===== config.mk =====
export PLATFORM = sky130hd
export DESIGN_NAME = async_frame_tx
export DESIGN_NICKNAME = d
export VERILOG_FILES = /design/src/rtl/aftx_pkg.sv /design/src/rtl/aftx_holding.sv /design/src/rtl/aftx_framer.sv /design/src/rtl/aftx_shifter.sv /design/src/rtl/async_frame_tx.sv
export SDC_FILE = /design/constraint.sdc
export NUM_CORES = 1
export LEC_CHECK = 0
export BUFFER_PORTS_ARGS = -buffer_cell sky130_fd_sc_hd__buf_2
export CAP_MARGIN = 15
export CORE_ASPECT_RATIO = 0.7
export CORE_UTILIZATION = 57
export CTS_CLUSTER_DIAMETER = 80
export DETAILED_ROUTE_END_ITERATION = 6
export HOLD_SLACK_MARGIN = 0.12
export PLACE_DENSITY = 0.83
export SLEW_MARGIN = 15
export SYNTH_ARGS = -nofsm -noshare
export SYNTH_HDL_FRONTEND = slang
export SYNTH_SLANG_ARGS = --single-unit

===== constraint.sdc =====
create_clock -name clk -period 5.48 [get_ports clk]
set_clock_uncertainty 0.15 [all_clocks]
set_input_delay 0.822 -clock clk [delete_from_list [all_inputs] [get_ports clk]]
set_output_delay 0.822 -clock clk [all_outputs]
set_load 0.1 [all_outputs]

===== src/rtl/aftx_pkg.sv =====
package aftx_pkg;

    // Per-character frame settings, captured together with the data byte
    typedef struct packed {
        logic len8;       // 1: full-width character, 0: one bit shorter
        logic par_en;     // parity bit present in normal mode
        logic par_odd;    // odd parity when 1
        logic two_stop;   // two stop bits when 1
        logic msb_first;  // highest data bit leaves first
        logic mp_mode;    // multiprocessor mode: flag replaces parity
        logic mp_addr;    // flag value in multiprocessor mode
    } aftx_cfg_t;

    localparam int unsigned AFTX_EXTRA_MAX = 1;  // parity or address flag
    localparam int unsigned AFTX_STOP_MAX  = 2;

endpackage


===== src/rtl/aftx_holding.sv =====
module aftx_holding
    import aftx_pkg::*;
#(
    parameter int unsigned DATA_W = 8
) (
    input  logic              clk,
    input  logic              rst_n,
    input  logic              load,
    input  logic [DATA_W-1:0] load_data,
    input  aftx_cfg_t         load_cfg,
    input  logic              take,
    output logic              full,
    output logic [DATA_W-1:0] held_data,
    output aftx_cfg_t         held_cfg
);

    typedef struct packed {
        logic              full;
        logic [DATA_W-1:0] data;
        aftx_cfg_t         cfg;
    } hold_t;

    hold_t hold_d, hold_q;

    always_comb begin
        hold_d = hold_q;
        if (take) begin
            hold_d.full = 1'b0;
        end
        // a write is only taken into an empty register; one that arrives
        // while a character is held is dropped, even in the cycle it leaves
        if (load && !hold_q.full) begin
            hold_d.full = 1'b1;
            hold_d.data = load_data;
            hold_d.cfg  = load_cfg;
        end
    end

    always_ff @(posedge clk or negedge rst_n) begin
        if (!rst_n) begin
            hold_q <= '0;
        end else begin
            hold_q <= hold_d;
        end
    end

    assign full      = hold_q.full;
    assign held_data = hold_q.data;
    assign held_cfg  = hold_q.cfg;

endmodule


===== src/rtl/aftx_framer.sv =====
module aftx_framer
    import aftx_pkg::*;
#(
    parameter int unsigned DATA_W  = 8,
    parameter int unsigned FRAME_W = 1 + DATA_W + AFTX_EXTRA_MAX + AFTX_STOP_MAX,
    parameter int unsigned CNT_W   = $clog2(FRAME_W + 1)
) (
    input  logic [DATA_W-1:0]  data,
    input  aftx_cfg_t          cfg,
    output logic [FRAME_W-1:0] frame,   // bit 0 leaves first
    output logic [CNT_W-1:0]   frame_len
);

    logic [DATA_W-1:0] src;      // character aligned so its top used bit sits at DATA_W-1
    logic              par_acc;
    logic              extra_en;
    logic              extra_bit;
    logic              cur;

    always_comb begin
        src      = cfg.len8 ? data : {data[DATA_W-2:0], 1'b0};
        frame    = '1;            // stop bits and padding are mark level
        frame[0] = 1'b0;          // start bit
        par_acc  = cfg.par_odd;
        cur      = 1'b0;
        for (int i = 0; i < DATA_W; i++) begin
            if (i < DATA_W - 1 || cfg.len8) begin
                cur          = cfg.msb_first ? src[DATA_W-1-i] : data[i];
                frame[1 + i] = cur;
                par_acc      = par_acc ^ cur;
            end
        end
        extra_en  = cfg.mp_mode | cfg.par_en;
        extra_bit = cfg.mp_mode ? cfg.mp_addr : par_acc;
        if (extra_en) begin
            if (cfg.len8) begin
                frame[1 + DATA_W] = extra_bit;
            end else begin
                frame[DATA_W] = extra_bit;
            end
        end
        frame_len = CNT_W'(1)
                  + (cfg.len8 ? CNT_W'(DATA_W) : CNT_W'(DATA_W - 1))
                  + (extra_en ? CNT_W'(1) : CNT_W'(0))
                  + (cfg.two_stop ? CNT_W'(2) : CNT_W'(1));
    end

endmodule


===== src/rtl/aftx_shifter.sv =====
module aftx_shifter #(
    parameter int unsigned FRAME_W = 12,
    parameter int unsigned CNT_W   = 4
) (
    input  logic               clk,
    input  logic               rst_n,
    input  logic               bit_tick,
    input  logic               have_next,
    input  logic [FRAME_W-1:0] next_frame,
    input  logic [CNT_W-1:0]   next_len,
    output logic               take,
    output logic               active,
    output logic               line
);

    typedef struct packed {
        logic               active;
        logic [FRAME_W-1:0] shreg;
        logic [CNT_W-1:0]   left;   // bits still owed, current one included
        logic               line;
    } shf_t;

    shf_t shf_d, shf_q;

    always_comb begin
        shf_d = shf_q;
        take  = 1'b0;
        if (bit_tick) begin
            if (shf_q.active && shf_q.left > CNT_W'(1)) begin
                shf_d.shreg = {1'b1, shf_q.shreg[FRAME_W-1:1]};
                shf_d.left  = shf_q.left - CNT_W'(1);
                shf_d.line  = shf_q.shreg[1];
            end else if (have_next) begin
                // idle, or last stop bit just ended: next frame starts now
                take         = 1'b1;
                shf_d.active = 1'b1;
                shf_d.shreg  = next_frame;
                shf_d.left   = next_len;
                shf_d.line   = next_frame[0];
            end else begin
                shf_d.active = 1'b0;
                shf_d.shreg  = '1;
                shf_d.left   = '0;
                shf_d.line   = 1'b1;
            end
        end
    end

    always_ff @(posedge clk or negedge rst_n) begin
        if (!rst_n) begin
            shf_q.active <= 1'b0;
            shf_q.shreg  <= '1;
            shf_q.left   <= '0;
            shf_q.line   <= 1'b1;
        end else begin
            shf_q <= shf_d;
        end
    end

    assign active = shf_q.active;
    assign line   = shf_q.line;

endmodule


===== src/rtl/async_frame_tx.sv =====
module async_frame_tx
    import aftx_pkg::*;
#(
    parameter int unsigned DATA_W = 8
) (
    input  logic              clk,
    input  logic              rst_n,
    input  logic              bit_tick,
    input  logic              load,
    input  logic [DATA_W-1:0] load_data,
    input  logic              cfg_len8,
    input  logic              cfg_par_en,
    input  logic              cfg_par_odd,
    input  logic              cfg_two_stop,
    input  logic              cfg_msb_first,
    input  logic              cfg_mp_mode,
    input  logic              cfg_mp_addr,
    output logic              tx_line,
    output logic              busy,
    output logic              buf_empty
);

    localparam int unsigned FRAME_W = 1 + DATA_W + AFTX_EXTRA_MAX + AFTX_STOP_MAX;
    localparam int unsigned CNT_W   = $clog2(FRAME_W + 1);

    aftx_cfg_t          in_cfg;
    aftx_cfg_t          held_cfg;
    logic [DATA_W-1:0]  held_data;
    logic               held_full;
    logic               take;
    logic               shf_active;
    logic [FRAME_W-1:0] frame;
    logic [CNT_W-1:0]   frame_len;

    always_comb begin
        in_cfg.len8      = cfg_len8;
        in_cfg.par_en    = cfg_par_en;
        in_cfg.par_odd   = cfg_par_odd;
        in_cfg.two_stop  = cfg_two_stop;
        in_cfg.msb_first = cfg_msb_first;
        in_cfg.mp_mode   = cfg_mp_mode;
        in_cfg.mp_addr   = cfg_mp_addr;
    end

    aftx_holding #(.DATA_W(DATA_W)) u_hold (
        .clk       (clk),
        .rst_n     (rst_n),
        .load      (load),
        .load_data (load_data),
        .load_cfg  (in_cfg),
        .take      (take),
        .full      (held_full),
        .held_data (held_data),
        .held_cfg  (held_cfg)
    );

    aftx_framer #(.DATA_W(DATA_W), .FRAME_W(FRAME_W), .CNT_W(CNT_W)) u_framer (
        .data      (held_data),
        .cfg       (held_cfg),
        .frame     (frame),
        .frame_len (frame_len)
    );

    aftx_shifter #(.FRAME_W(FRAME_W), .CNT_W(CNT_W)) u_shift (
        .clk        (clk),
        .rst_n      (rst_n),
        .bit_tick   (bit_tick),
        .have_next  (held_full),
        .next_frame (frame),
        .next_len   (frame_len),
        .take       (take),
        .active     (shf_active),
        .line       (tx_line)
    );

    assign buf_empty = ~held_full;
    assign busy      = shf_active | held_full;

endmodule


---- Word-level counts from Yosys, hierarchy flattened ----
Cells that the tools add are included.
Widths: inputs -> output; s select.
storage, ports and cells
  register bits after elaboration ......... 34
  input port bits ......................... 19
  output and inout bits ................... 3
cells by class
  add/subtract/negate cells ............... 4
  order comparisons ....................... 1
  mux-type cells .......................... 25
  bitwise operators ....................... 12
  reduce and logical (&&, ||, !) cells .... 5
operator list
  operator             number
  $mux 1               18
  $mux 18              1
  $mux 17              1
  $mux 16              1
  $add 4x4->4          2
  $mux 8               1
  $xor 1x1->1          8
  $add 1x4->4 const A  1
  $gt 4x1->1 const B   1
  $mux 2               2
  $mux 4               1
  $sub 4x1->4 const B  1
  $logic_and 1x1->1    2
  $not 1->1            2
  $or 1x1->1           2
  $reduce_and 2->1     1
  $reduce_bool 2->1    1
  $logic_not 1->1      1

---- Logic depth before layout (Yosys ltp) ----
  word-level depth ........................ 16
  gate-level depth with buffers ........... 9

---- Hierarchy ----
Synthesis repeated with hierarchy kept, for this count alone.
unflattened totals
  cell total of the unflattened synthesis .. 183
  area, all modules ....................... 2117.0 um^2
modules (own cells, without submodules)
  module          instances  cells an instance  area an instance (um^2)  seq. area each (um^2)
  aftx_shifter    1          87                 979.7                    440.4
  aftx_holding    1          36                 653.1                    400.4
  aftx_framer     1          58                 474.2                    0.0
  async_frame_tx  1          2                  10.0                     0.0

---- Worst setup path after synthesis ----
OpenSTA, ideal clock, no wires.
  path kind ............................... in2reg
  from .................................... in load
  to ...................................... reg u_hold.hold_q (netlist bit u_hold.held_cfg[0])
  data arrival time ....................... 1.895 ns
  data required time ...................... 5.205 ns
  slack ................................... 3.310 ns
  stages on the path ...................... 4
  buffers on the path ..................... 2
  cells stage by stage .................... nor2b_1 -> clkbuf_1 -> buf_1 -> mux2_2
between the ends
  word-level cells in the longest chain between the ends .. 1
ends and longest elaborated chain
  what                  RTL line             source
  start, declared       async_frame_tx.sv:9  input logic load,
  $logic_and 1x1->1     aftx_holding.sv:32   if (load && !hold_q.full) begin
  end signal, assigned  aftx_holding.sv:43   hold_q <= hold_d;
  end, declared         aftx_holding.sv:23   hold_t hold_d, hold_q;
Every way passes these cells.
A chain may end at the register's enable or synchronous reset.

---- Worst setup path after layout ----
  from .................................... reg u_hold.hold_q (netlist bit u_hold.held_cfg[2])
  to ...................................... reg u_shift.shf_q[13] in the netlist's numbering
between the ends
  word-level cells in the longest chain between the ends .. 15
  elaborated cells on any way between the ends .. 23
  those cells by class .................... mux: 15; bitwise: 8
ends and longest elaborated chain
  what                      RTL line            source
  $mux 1                    aftx_framer.sv:28   cur = cfg.msb_first ? src[DATA_W-1-i] : data[i];
  $xor 1x1->1 (8 in a row)  aftx_framer.sv:30   par_acc = par_acc ^ cur;
  $mux 1                    aftx_framer.sv:27   if (i < DATA_W - 1 || cfg.len8) begin
  $mux 1                    aftx_framer.sv:34   extra_bit = cfg.mp_mode ? cfg.mp_addr : par_acc;
  $mux 1                    aftx_framer.sv:36   if (cfg.len8) begin
  $mux 2 *                  aftx_framer.sv:35   if (extra_en) begin
  $mux 18 *                 aftx_shifter.sv:33  end else if (have_next) begin
  $mux 17 *                 aftx_shifter.sv:29  if (shf_q.active && shf_q.left > CNT_W'(1)) begin
  end, declared             aftx_shifter.sv:23  shf_t shf_d, shf_q;
Mark *: on every way between the ends. The rest lies on a longest branch, timed or not.

==> impl_metrics.py <==
metrics = {
    "run_status": {
        "status": "finished clean",
    },
    "final_layout": {
        "fillers": 227,
        "ff_latch_area_um2": 788.3,
        "multi_input_area_um2": 884.6,
        "layout-drive-gt1-share_pct": 27.45,
        "diodes": 0,
        "synthToLayoutAreaGrowth_pct": 10.95,
        "stdcell_count": 240,
        "nNetsFinal": 229,
    },
    "setup_path": {
        "regToRegEndpoint": "u_shift.shf_q[13]",
        "rrSetupSlack_ns": 3.11,
        "cp-start-kind": "flip-flop",
        "critPathMaxFanout": 19,
        "path_depth": 6,
        "path_cells": "mux2i_1, nor2b_1, a2111oi_0, a22oi_1, xnor3_1, o21ai_1",
        "timing.rr.start": "u_hold.held_cfg[2]",
        "critical_path_class": "reg -> reg",
        "end_kind": "flip-flop",
        "worstPathArrival_ns": 2.42,
        "critical_path_required_ns": 5.54,
        "crit_family": "compound AO/OA/AOI/OAI gates",
        "slowest_delay_ns": 0.70,
        "cp_slowest_cell": "dfrtp_1",
        "path_buf_inv": 0,
        "r2r_cells": 6,
    },
    "grt": {
        "antenna_found_initial": 0,
        "grt_pass1_wl_um": 6506,
        "gr-total-overflow": 0,
        "grt_use_total_pct": 25.01,
        "grt_pass1_vias": 1435,
        "grt_max_degree": 32,
    },
    "placed_design": {
        "io_buffer_count": 21,
        "gp_congestion": 0.8717,
        "dp_hpwl_um": 2722,
        "placedCellCount": 232,
    },
    "sta": {
        "setup_viol": 0,
        "slew_headroom_pct": 54.54,
        "final.period_utilization_pct": 43.18,
        "period_needed_ns": 2.366,
        "fmaxAchievable_mhz": 422.6,
        "finalMaxSlewViolations": 0,
        "rsz0062_at_grt": "false",
        "tns_ns": 0,
        "worst_pin_slew_ns": 0.6819,
        "finalHoldViolCount": 0,
    },
    "synthesis": {
        "syn_area_per_cell_um2": 9.698,
        "synth.area.top_cells": "dfrtp_1 (29%), dfstp_2 (15%), mux2_2 (7.5%), mux2i_1 (4.5%), o21ai_0 (4.5%)",
        "synth_common_cells": "dfrtp_1 (21), inv_1 (18), nor2_1 (16), o21ai_0 (16), mux2_2 (12)",
        "synth_most_common_cell": "dfrtp_1",
        "ys_async_sr_fraction_pct": 100.0,
        "syn-num-nets": 211,
        "synthFlopType": "dfrtp_1",
        "mappedNetlistArea_um2": 1794,
        "ys_seq_area_share_pct": 43.93,
        "synth_edf_count": 0,
        "synthCells": 185,
        "synth_area_leader_cell": "dfrtp_1",
        "synth_top_area_share_pct": 29.29,
        "synth_cell_types": 41,
        "yosys_warnings": 0,
        "synth-seq-cells": 31,
    },
    "floorplan": {
        "dieArea_um2": 3380,
        "pin_count": 22,
        "fp.dieH_um": 48.94,
        "core_um2": 2883,
        "initial_core_util_pct": 62.24,
        "die_x_um": 69.06,
        "rows": 16,
    },
    "min_path": {
        "holdPathEnd": "u_shift.shf_q[8]",
        "holdCritStartpoint": "u_shift.shf_q[8]",
        "worstHoldPathType": "reg -> reg",
        "min_path_cells": 2,
    },
    "clock_tree": {
        "post_cts_buffers": 0,
        "cts_resized": 0,
        "clk_pin_slew_ns": 0.06,
        "insertion_delay_ns": 0.28,
        "htreeDepth": 2,
        "cts_tree": "yes",
        "ctsHoldBuffers": 0,
        "cts-root-buf": "clkbuf_8",
        "clock_path_buffers": 2,
        "cts_sinks": 31,
        "cts_buffers": 5,
    },
    "run": {
        "drv_cap": 0,
    },
    "pwr": {
        "ir_drop_mv": 0.4323,
        "power_density_nw_per_um2": 765.3,
        "leakagePower_nw": 0.8924,
    },
    "drt": {
        "routedWlPerCell_um": 15.57,
        "num_vias": 1409,
        "drc": 0,
        "post_drt_via_cell_ratio": 5.871,
        "drtPass1Iterations": 4,
        "wirelength_um": 3737,
        "antenna_left": 0,
        "drtIter0Drc": 59,
    },
}
[cell families (layout without fill, tap and decap cells)]
family / after synthesis / in the layout / synth area share [%]
mux: 20 / 20 / 11.99
buf+inv: 31 / 50 / 7.043
simple gates: 41 / 41 / 10.04
flops: 31 / 31 / 43.93
compound gates: 48 / 48 / 17.51
xor+xnor: 7 / 7 / 4.184
fa+ha+maj: 7 / 7 / 5.300
[layer usage]
| metal | vias to the layer above | wire length, µm | GRT usage, % |
|---|---|---|---|
| li1 | 685 | - | - |
| met1 | 669 | 1715 | 33.02 |
| met2 | 49 | 1739 | 37.86 |
| met3 | 6 | 254 | 8.058 |
| met4 | 0 | 29 | 11.22 |
| met5 | - | 0 | 0 |
[worst max path at each step]
stage	start	endpoint	slack, ns
floorplan	load	u_hold.held_cfg[0]	3.31
finish	u_hold.held_cfg[2]	u_shift.shf_q[13]	3.11
global route	u_hold.held_cfg[2]	u_shift.shf_q[14]	2.82
detailed placement	u_hold.held_cfg[2]	u_shift.shf_q[13]	3.16
global placement	bit_tick	u_shift.shf_q[13]	3.25
CTS	u_hold.full	busy	3.12
[power breakdown]
group          internal (mW)  switching, mW
clock network         0.0889         0.0800
registers              0.373          0.141
logic                  0.385          0.456
total                  0.846          0.677
[layout make-up]
type                       instances  area share [%]
sequential                        31           39.60
inverter                          19           3.583
clock inverter                     1          0.2514
tap                               36           2.263
multi-input combinational        123           44.44
timing repair buffer              23           6.034
clock buffer                       7           3.834
[worst reg2reg max path: stages, from the launching register on]
cell       delay, ns
dfrtp_1         0.70
mux2i_1         0.26
nor2b_1         0.19
a2111oi_0       0.46
a22oi_1         0.15
xnor3_1         0.23
o21ai_1         0.16
[stage by stage]
stage	area, µm²	setup slack [ns]	utilization (%)	hold slack [ns]	total power [mW]
final	1991	3.114	69.05	0.3354	1.523
after global routing	1991	2.816	69.05	0.3455	1.649
after CTS	1991	3.118	69.05	0.3358	1.525
after detailed placement	1909	3.164	66.23	0.3267	1.347
after global placement	1909	3.251	66.23	0.3230	1.290
after floorplan	1794	3.310	-	0.3082	1.176
[sequential cells by signal, indices dropped and copies added, names as in the netlist]
register / cells
u_hold.full: 1
u_shift.shf_q: 14
u_hold.held_data: 8
u_shift.active: 1
u_hold.held_cfg: 7
[layout by cell type, fill, tap and decap left out, types with 2 or more instances in the layout]
| master | netlist | final |
|---|---|---|
| clkbuf_1 | 8 | 2 |
| xnor2_1 | 5 | 5 |
| o221ai_1 | 7 | 7 |
| inv_1 | 18 | 18 |
| ha_1 | 6 | 6 |
| o21ai_0 | 16 | 16 |
| nand3_1 | 5 | 5 |
| nor3_1 | 2 | 2 |
| mux2i_1 | 8 | 8 |
| a21oi_1 | 9 | 9 |
| dfstp_2 | 10 | 10 |
| buf_2 | 2 | 21 |
| nor2b_1 | 4 | 4 |
| dfrtp_1 | 21 | 21 |
| clkbuf_8 | 0 | 5 |
| mux2_2 | 12 | 12 |
| a21oi_2 | 2 | 2 |
| nor2_1 | 16 | 16 |
| nand2_1 | 11 | 11 |
| buf_4 | 0 | 2 |
Note: power is estimated with default switching activity, not from simulation.
